File: config.mk
export PLATFORM = sky130hd
export DESIGN_NAME = fan_curve
export DESIGN_NICKNAME = d
export VERILOG_FILES = /design/src/rtl/fan_curve_pkg.sv /design/src/rtl/fan_curve_track.sv /design/src/rtl/fan_curve_sel.sv /design/src/rtl/fan_curve_pwm.sv /design/src/rtl/fan_curve.sv
export SDC_FILE = /design/constraint.sdc
export NUM_CORES = 1
export LEC_CHECK = 0
export ABC_AREA = 1
export BUFFER_PORTS_ARGS = -buffer_cell sky130_fd_sc_hd__buf_2
export CAP_MARGIN = 20
export CORE_AREA = 2 2 81 83
export CTS_CLUSTER_SIZE = 14
export DETAILED_ROUTE_END_ITERATION = 7
export DIE_AREA = 0 0 83 85
export GPL_TIMING_DRIVEN = 0
export PLACE_DENSITY_LB_ADDON = 0.15
export SLEW_MARGIN = 0
export SYNTH_ARGS = -nofsm -noshare
export SYNTH_HDL_FRONTEND = slang
export SYNTH_HIERARCHICAL = 1
export SYNTH_SLANG_ARGS = --single-unit
File: constraint.sdc
create_clock -name clk_i -period 10.96 [get_ports clk_i]
set_clock_uncertainty 0.15 [all_clocks]
set_input_delay 2.192 -clock clk_i [delete_from_list [all_inputs] [get_ports clk_i]]
set_output_delay 2.192 -clock clk_i [all_outputs]
set_load 0.05 [all_outputs]
File: src/rtl/fan_curve_pkg.sv
`timescale 1ns/1ps
package fan_curve_pkg;
  typedef enum logic [1:0] {
    MV_HOLD = 2'd0,
    MV_UP   = 2'd1,
    MV_DOWN = 2'd2
  } move_e;
endpackage

File: src/rtl/fan_curve_track.sv
`timescale 1ns/1ps
module fan_curve_track
  import fan_curve_pkg::*;
#(
  parameter int TEMP_W = 8,
  parameter int NPTS   = 4,
  localparam int LVL_W = $clog2(NPTS + 1),
  localparam int IDX_W = $clog2(NPTS)
) (
  input  logic                     clk_i,
  input  logic                     rst_ni,
  input  logic                     valid_i,
  input  logic [TEMP_W-1:0]        temp_i,
  input  logic [NPTS*TEMP_W-1:0]   pt_i,
  input  logic [TEMP_W-1:0]        tol_i,
  input  logic [TEMP_W-1:0]        crit_i,
  output logic [LVL_W-1:0]         lvl_o,
  output logic                     hot_o
);
  localparam int EXT_W = TEMP_W + 2;

  logic [TEMP_W-1:0] pt_a [NPTS];
  for (genvar k = 0; k < NPTS; k++) begin : g_pt
    assign pt_a[k] = pt_i[k*TEMP_W +: TEMP_W];
  end

  logic [LVL_W-1:0] lvl_q;
  logic             hot_q;
  logic [IDX_W-1:0] up_idx, dn_idx;
  logic [TEMP_W-1:0] p_up, p_dn;
  logic signed [EXT_W-1:0] t_x, up_th, dn_th, tol_x;
  move_e mv;

  assign up_idx = (lvl_q < LVL_W'(NPTS)) ? IDX_W'(lvl_q) : '0;
  assign dn_idx = (lvl_q != '0) ? IDX_W'(lvl_q - LVL_W'(1)) : '0;
  assign p_up   = pt_a[up_idx];
  assign p_dn   = pt_a[dn_idx];

  // widened so point +/- tolerance never wraps
  assign t_x   = {{2{temp_i[TEMP_W-1]}}, temp_i};
  assign tol_x = {2'b00, tol_i};
  assign up_th = $signed({{2{p_up[TEMP_W-1]}}, p_up}) + tol_x;
  assign dn_th = $signed({{2{p_dn[TEMP_W-1]}}, p_dn}) - tol_x;

  always_comb begin
    mv = MV_HOLD;
    if (lvl_q < LVL_W'(NPTS) && t_x >= up_th)  mv = MV_UP;
    else if (lvl_q != '0 && t_x <= dn_th)      mv = MV_DOWN;
  end

  always_ff @(posedge clk_i or negedge rst_ni) begin
    if (!rst_ni) begin
      lvl_q <= '0;
      hot_q <= 1'b0;
    end else if (valid_i) begin
      hot_q <= $signed(temp_i) > $signed(crit_i);
      case (mv)
        MV_UP:   lvl_q <= lvl_q + LVL_W'(1);
        MV_DOWN: lvl_q <= lvl_q - LVL_W'(1);
        default: lvl_q <= lvl_q;
      endcase
    end
  end

  assign lvl_o = lvl_q;
  assign hot_o = hot_q;
endmodule

File: src/rtl/fan_curve_sel.sv
`timescale 1ns/1ps
module fan_curve_sel #(
  parameter int DUTY_W = 8,
  parameter int NPTS   = 4,
  localparam int LVL_W = $clog2(NPTS + 1),
  localparam int IDX_W = $clog2(NPTS)
) (
  input  logic [LVL_W-1:0]       lvl_i,
  input  logic                   hot_i,
  input  logic [NPTS*DUTY_W-1:0] duty_pt_i,
  input  logic [DUTY_W-1:0]      duty_min_i,
  output logic [DUTY_W-1:0]      duty_o
);
  logic [DUTY_W-1:0] duty_a [NPTS];
  for (genvar k = 0; k < NPTS; k++) begin : g_duty
    assign duty_a[k] = duty_pt_i[k*DUTY_W +: DUTY_W];
  end

  always_comb begin
    if (hot_i)              duty_o = '1;
    else if (lvl_i == '0)   duty_o = duty_min_i;
    else                    duty_o = duty_a[IDX_W'(lvl_i - LVL_W'(1))];
  end
endmodule

File: src/rtl/fan_curve_pwm.sv
`timescale 1ns/1ps
module fan_curve_pwm #(
  parameter int DUTY_W = 8
) (
  input  logic              clk_i,
  input  logic              rst_ni,
  input  logic [DUTY_W-1:0] duty_i,
  output logic              pwm_o
);
  logic [DUTY_W-1:0] cnt_q;

  always_ff @(posedge clk_i or negedge rst_ni) begin
    if (!rst_ni) cnt_q <= '0;
    else         cnt_q <= cnt_q + DUTY_W'(1);
  end

  // full-scale code holds the output high for the whole period
  assign pwm_o = (cnt_q < duty_i) || (&duty_i);
endmodule

File: src/rtl/fan_curve.sv
`timescale 1ns/1ps
module fan_curve #(
  parameter int TEMP_W = 8,
  parameter int DUTY_W = 8,
  parameter int NPTS   = 4
) (
  input  logic                     clk_i,
  input  logic                     rst_ni,
  input  logic                     temp_valid_i,
  input  logic [TEMP_W-1:0]        temp_i,
  input  logic [NPTS*TEMP_W-1:0]   pt_i,
  input  logic [NPTS*DUTY_W-1:0]   duty_pt_i,
  input  logic [DUTY_W-1:0]        duty_min_i,
  input  logic [TEMP_W-1:0]        tol_i,
  input  logic [TEMP_W-1:0]        crit_i,
  output logic [DUTY_W-1:0]        duty_o,
  output logic                     pwm_o
);
  localparam int LVL_W = $clog2(NPTS + 1);

  logic [LVL_W-1:0] lvl;
  logic             hot;

  fan_curve_track #(.TEMP_W(TEMP_W), .NPTS(NPTS)) u_track (
    .clk_i   (clk_i),
    .rst_ni  (rst_ni),
    .valid_i (temp_valid_i),
    .temp_i  (temp_i),
    .pt_i    (pt_i),
    .tol_i   (tol_i),
    .crit_i  (crit_i),
    .lvl_o   (lvl),
    .hot_o   (hot)
  );

  fan_curve_sel #(.DUTY_W(DUTY_W), .NPTS(NPTS)) u_sel (
    .lvl_i      (lvl),
    .hot_i      (hot),
    .duty_pt_i  (duty_pt_i),
    .duty_min_i (duty_min_i),
    .duty_o     (duty_o)
  );

  fan_curve_pwm #(.DUTY_W(DUTY_W)) u_pwm (
    .clk_i  (clk_i),
    .rst_ni (rst_ni),
    .duty_i (duty_o),
    .pwm_o  (pwm_o)
  );
endmodule

# After elaboration in Yosys (flattened, before gate mapping)
# Index checks and enable logic that the tools add are counted.
[op_classes]
add_sub_neg = 5
multipliers = 0
n_div = 0
n_lt_le_gt_ge = 8
n_eq_ne = 2
n_shift = 0
muxes = 16
n_bitwise = 3
n_reduce_logical = 8
[ops]
columns = ["operator", "count"]
rows = [
  ["8-bit two-way mux", 8],
  ["8-bit binary-select mux with 2-bit select", 3],
  ["8-bit by 9-bit adder with 10-bit output", 1],
  ["8-bit by 10-bit greater-or-equal comparator with 1-bit output", 1],
  ["8-bit by 10-bit <= comparator with 1-bit output", 1],
  ["8-bit by 9-bit subtractor with 10-bit output", 1],
  ["3-bit greater-or-equal comparator, second input constant", 3],
  ["2-bit inverter with 3-bit output", 3],
  ["8-bit by 1-bit adder with 8-bit output, second input constant", 1],
  ["8-bit > comparator", 1],
  ["8-bit less-than comparator", 1],
  ["2-bit two-way mux", 4],
  ["8-bit AND reduction", 1],
  ["3-bit one-hot mux with 2 select lines", 1],
  ["3-bit by 1-bit adder with 3-bit output, second input constant", 1],
  ["3-bit zero test", 1],
  ["3-bit less-than comparator, second input constant", 1],
  ["3-bit nonzero test", 1],
  ["3-bit by 1-bit subtractor with 3-bit output, second input constant", 1],
  ["2-bit by 1-bit == test with 1-bit output, second input constant", 1],
  ["2-bit == test, second input constant", 1],
  ["1-bit logical AND", 2],
  ["2-bit AND reduction", 1],
  ["2-bit nonzero test", 1],
  ["1-bit logical OR", 1],
]
[word_totals]
regBits = 12
latchBits = 0
ramBits = 0
rom_bits = 0
in_bits = 99
out_inout_bits = 9
wordCells = 45
memories = 0

# Depth between registers and ports, before layout
[depth]
word_depth = 14
ltp_mapped = 34
ltp_nobuf = 33

# Modules after synthesis
# The synthesis kept the hierarchy.
[by_module_without_submodules]
columns = ["mod", "instances", "cells_each", "area_each_um2", "seq_area_each_um2"]
rows = [
  ["fan_curve_track", 1, 347, 2296.0, 100.1],
  ["fan_curve_sel", 1, 140, 594.3, 0.0],
  ["fan_curve_pwm", 1, 63, 526.8, 200.2],
]

# Worst setup path before layout
# OpenSTA, ideal clock, no wires.
[synth_path]
kind = "input-to-output"
startpoint = "input duty_pt_i[21]"
endpoint = "output pwm_o"
t_arrival_ps = 3885
t_required_ps = 8618
path_slack_ps = 4733
path_stages = 13
n_path_buf = 0
path_cell_list = "inv_1 > nand2_1 > nand3_1 > nand2_1 > nand2_1 > nand2_1 > inv_1 > ha_1 > a21oi_1 > nor2_1 > nor3_1 > nand2_1 > nand2_1"
[synth_between]
elab_chain_cells = 7
word_cells_on_any_way = 8
classes_between = "order compare (1); mux (5); reduce/logical (2)"
[synth_lines]
columns = ["item", "line_no", "source"]
rows = [
  ["start, declared", "fan_curve.sv:12", "input logic [NPTS*DUTY_W-1:0] duty_pt_i,"],
  ["8-bit binary-select mux with 2-bit select *", "fan_curve_sel.sv:22", "else duty_o = duty_a[IDX_W'(lvl_i - LVL_W'(1))];"],
  ["8-bit two-way mux (not written as such) * (2 in series)", "fan_curve_sel.sv:22", ""],
  ["8-bit two-way mux *", "fan_curve_sel.sv:21", "else if (lvl_i == '0) duty_o = duty_min_i;"],
  ["8-bit two-way mux *", "fan_curve_sel.sv:20", "if (hot_i) duty_o = '1;"],
  ["named net duty_o[5]", "fan_curve.sv:16", "output logic [DUTY_W-1:0] duty_o,"],
  ["8-bit less-than comparator or 8-bit AND reduction (tied branches)", "fan_curve_pwm.sv:18", "assign pwm_o = (cnt_q < duty_i) || (&duty_i);"],
  ["1-bit logical OR *", "fan_curve_pwm.sv:18", ""],
  ["end, declared", "fan_curve.sv:17", "output logic pwm_o"],
]
# Mark *: on every way through the listed nets, which the timed path passes. The rest lies on a longest branch. The select of a mux whose other input is x is not followed.

# Worst setup path in the final report
[layout_path]
startpoint = "input duty_pt_i[21]"
endpoint = "output pwm_o"
[layout_between]
elab_chain_cells = 7
word_cells_on_any_way = 8
classes_between = "order compare (1); mux (5); reduce/logical (2)"
[layout_lines]
columns = ["item", "line_no"]
rows = [
  ["8-bit binary-select mux with 2-bit select *", "fan_curve_sel.sv:22"],
  ["8-bit two-way mux (not written as such) * (2 in series)", "fan_curve_sel.sv:22"],
  ["8-bit two-way mux *", "fan_curve_sel.sv:21"],
  ["8-bit two-way mux *", "fan_curve_sel.sv:20"],
  ["8-bit less-than comparator or 8-bit AND reduction (tied branches)", "fan_curve_pwm.sv:18"],
  ["1-bit logical OR *", "fan_curve_pwm.sv:18"],
]
# Every way passes the cells marked *; elsewhere a longest branch is shown, timed or not. The select of a mux whose other input is x is not followed.

==> qor.yml <==
outcome: "finished clean"
compound_cell_area_share_of_the_yosys_netlist: 0.1490
final-max-slew-violation-count: 0
finalWirelength_um: 8862
post-route-period-util: 0.5573
antennaDiodeCount: 0
gr-usage-all-layers: 0.2492
area_growth_syn_to_layout_pct: 20.10
final_nets: 821
worst_setup_hold_path_clk_slew_ps: 50
critical-path-top-cell-by-count: "sky130_fd_sc_hd__nand2_1"
antenna_left: 0
worst-setup-path-type: "in2out"
synth_top_cells_by_area: "sky130_fd_sc_hd__ha_1 (21%), sky130_fd_sc_hd__nand2_1 (15%), sky130_fd_sc_hd__inv_1 (12%), sky130_fd_sc_hd__dfrtp_1 (8.8%), sky130_fd_sc_hd__nand3_1 (5.4%)"
gp_congestion: 0.9181
path_buf_inv: 4
hold-path-cell-count: 1
antenna_violations_before_repair: 0
ys_types: 38
setup-tns-final_ps: 0
die-width_um: 83
drt_pass1_iterations: 5
worst_hold_path_type: "reg2reg"
tritoncts: "built"
max_cap_violations: 0
h-tree-depth: 1
r2r_slack_ps: 5780
cts.sinks: 12
post-place-ws_ps: 4836
synth_area_in_simple_gates: 0.3127
most_instantiated_flip_flop_cell_in_the_synthesis_netlist: "sky130_fd_sc_hd__dfrtp_1"
met2_wirelength_um: 4229
min_from: "u_pwm/cnt_q[7]$_DFF_PN0_"
critPathRequiredTime_ps: 8620
wire_per_inst_um: 12.01
met1_length_um: 3742
post_synth_most_frequent_cells: "sky130_fd_sc_hd__nand2_1 (140), sky130_fd_sc_hd__inv_1 (109), sky130_fd_sc_hd__ha_1 (58)"
synth-xor-area-share: 0.06408
fillCellCount: 608
clock-root-buffer: "sky130_fd_sc_hd__clkbuf_8"
clock.fmax_mhz: 163.7
timing.critical_path.fanout_max: 3
edff_count_synth: 0
placedCellCount: 734
tightestPinTransition_ps: 511.1
synth_fp_nets: 709
synth_top_cell_area_share: 0.2124
cts_hold_repair.buffers: 0
grt_remaining_overflow: 0
finalSetupViolations: 0
synthAdderAreaFrac: 0.2241
critPathMaxStageDelay_ps: 300
nature_of_the_critical_path_startpoint: "input pin"
yosys.cell_count.top_type: "sky130_fd_sc_hd__nand2_1"
final_util: 0.6614
number_of_buffers_created_by_cts: 3
dp_hpwl_um: 7510
timing.slew.headroom: 0.6582
number_of_global_route_vias_before_repair: 3556
ys_seq_elements: 12
syn_inst: 550
dr_total_vias: 3863
worst_ep_arrival_time_ps: 3770
route.detailed.vias_per_inst: 5.234
final_critical_path_setup_slack_ps: 4852
crit_chain: "buf_2 > inv_1 > nand2_1 > nand3_1 > nand2_1 > nand2_1 > nand2_1 > inv_1 > ha_1 > a21oi_1 > nor2_1 > nor3_1 > nand2_1 > nand2_1 > buf_2"
yosysWarningCount: 6
wire_length_of_the_first_global_routing_pass_um: 15060
cpLargestDelayFamily: "simple AND/OR/NAND/NOR gates"
report.final.hold_viol_count: 0
worst_r2r_endpoint: "u_track/lvl_o[2]$_DFFE_PN0P_"
clk_path_buf_depth: 2
worst_setup_ep_type: "output port"
synth-seq-area-share: 0.08788
postCtsSetupRepairBufs: 0
placement.io_buffers: 107
pin_count: 108
synth_top_area_cell: "sky130_fd_sc_hd__ha_1"
depth_of_the_worst_register_to_register_path: 34
die_height_um: 85
floorplan.core_area_sq_um: 6205
synth.cell_area_sq_um: 3417
top_layer: "met4"
syn-mean-instance-area_sq_um: 6.213
yosys-mux-area-fraction: 0
initial_core_utilization: 0.5507
core.rowCount: 29
grt_max_degree: 13
area_enclosed_by_the_die_boundary_sq_um: 7055
post_cts_resized: 0
worstSkewPairLatency_ps: 240
met3_routed_wirelength_um: 683
crit_path_top_delay_cell: "sky130_fd_sc_hd__ha_1"
setup_repair_after_global_routing_missed_its_margin: "no"
initialDrtViolationCount: 184
post_layout_nonfiller_instances: 738
post-route-min-period_ps: 6108
final_layout_size_suffix_gt1_frac: 0.2360
min_delay_worst_endpoint: "u_pwm/cnt_q[7]$_DFF_PN0_"
drc_errors: 0
combinational_family_with_the_most_area_after_synthesis: "simple AND/OR/NAND/NOR gates"
synth_async_sr_flop_share: 1.000
regToRegStartpoint: "u_track/lvl_o[1]$_DFFE_PN0P_"
## stage by stage
step / hold WS (ps) / area [sq um]
6_report: 325.4 / 4104
3_3_place_gp: 316.5 / 4049
2_1_floorplan: 295.5 / 3417
5_1_grt: 348.5 / 4104
3_5_place_dp: 320.6 / 4049
4_1_cts: 327.9 / 4104
## flip-flops by register name, indices dropped and copies added (netlist names)
signal / cells
u_pwm/cnt_q: 8
u_track/hot_o: 1
u_track/lvl_o: 3
## how the worst max path moves through the flow
stage	slack, ps	endpoint	from	depth (start not counted)
after CTS	4830	pwm_o	duty_pt_i[21]	15
final	4850	pwm_o	duty_pt_i[21]	15
after floorplan	4730	pwm_o	duty_pt_i[21]	13
after detailed placement	4840	pwm_o	duty_pt_i[21]	15
after global placement	4880	pwm_o	duty_pt_i[21]	15
after global routing	4620	pwm_o	duty_pt_i[21]	15
## logic make-up after synthesis
kind of cell | count (synthesis)
AO/OA/AOI/OAI | 81
XOR/XNOR | 25
AND/OR/NAND/NOR | 240
flip-flops | 12
adder cells (fa/ha/maj) | 60
buffers and inverters | 132
## cell usage in the layout, fill, tap and decap left out, types with 3 or more instances in the layout
master / netlist / layout
sky130_fd_sc_hd__o21ai_0: 11 / 11
sky130_fd_sc_hd__o22ai_1: 16 / 16
sky130_fd_sc_hd__dfrtp_1: 12 / 12
sky130_fd_sc_hd__buf_6: 5 / 5
sky130_fd_sc_hd__nor2_1: 33 / 33
sky130_fd_sc_hd__inv_1: 109 / 109
sky130_fd_sc_hd__ha_1: 58 / 58
sky130_fd_sc_hd__buf_2: 5 / 112
sky130_fd_sc_hd__clkbuf_8: 0 / 4
sky130_fd_sc_hd__a22oi_1: 12 / 12
sky130_fd_sc_hd__nand3_1: 37 / 37
sky130_fd_sc_hd__a21o_1: 3 / 3
sky130_fd_sc_hd__a21oi_1: 23 / 23
sky130_fd_sc_hd__nand3_2: 5 / 5
sky130_fd_sc_hd__o32ai_1: 6 / 6
sky130_fd_sc_hd__nor2_2: 8 / 8
sky130_fd_sc_hd__xor2_1: 14 / 14
sky130_fd_sc_hd__xnor2_1: 11 / 11
sky130_fd_sc_hd__nand4_1: 5 / 5
sky130_fd_sc_hd__nand2_1: 140 / 140
sky130_fd_sc_hd__inv_2: 7 / 7
sky130_fd_sc_hd__o21ai_1: 4 / 4
sky130_fd_sc_hd__nand2_4: 4 / 4
## per-layer routing
metal  up-vias  GRT usage
met5         -          0
met4         0    0.06706
met3        15    0.01362
met2       169     0.4626
met1      1685     0.3141
li1       1994          -
## area by class of cell
type                            instances  area [sq um]  area share
Inverter                              118         450.4      0.1098
Timing Repair Buffer                  107         535.5      0.1305
Clock buffer                            4         55.05     0.01341
Tap cell                               77         96.34     0.02348
Multi-Input combinational cell        406          2562      0.6244
Buffer                                 14         103.9     0.02530
Sequential cell                        12         300.3     0.07317
Power is not shown: default switching activity piles up to over one toggle a cycle in this logic, so the estimate is an artifact.
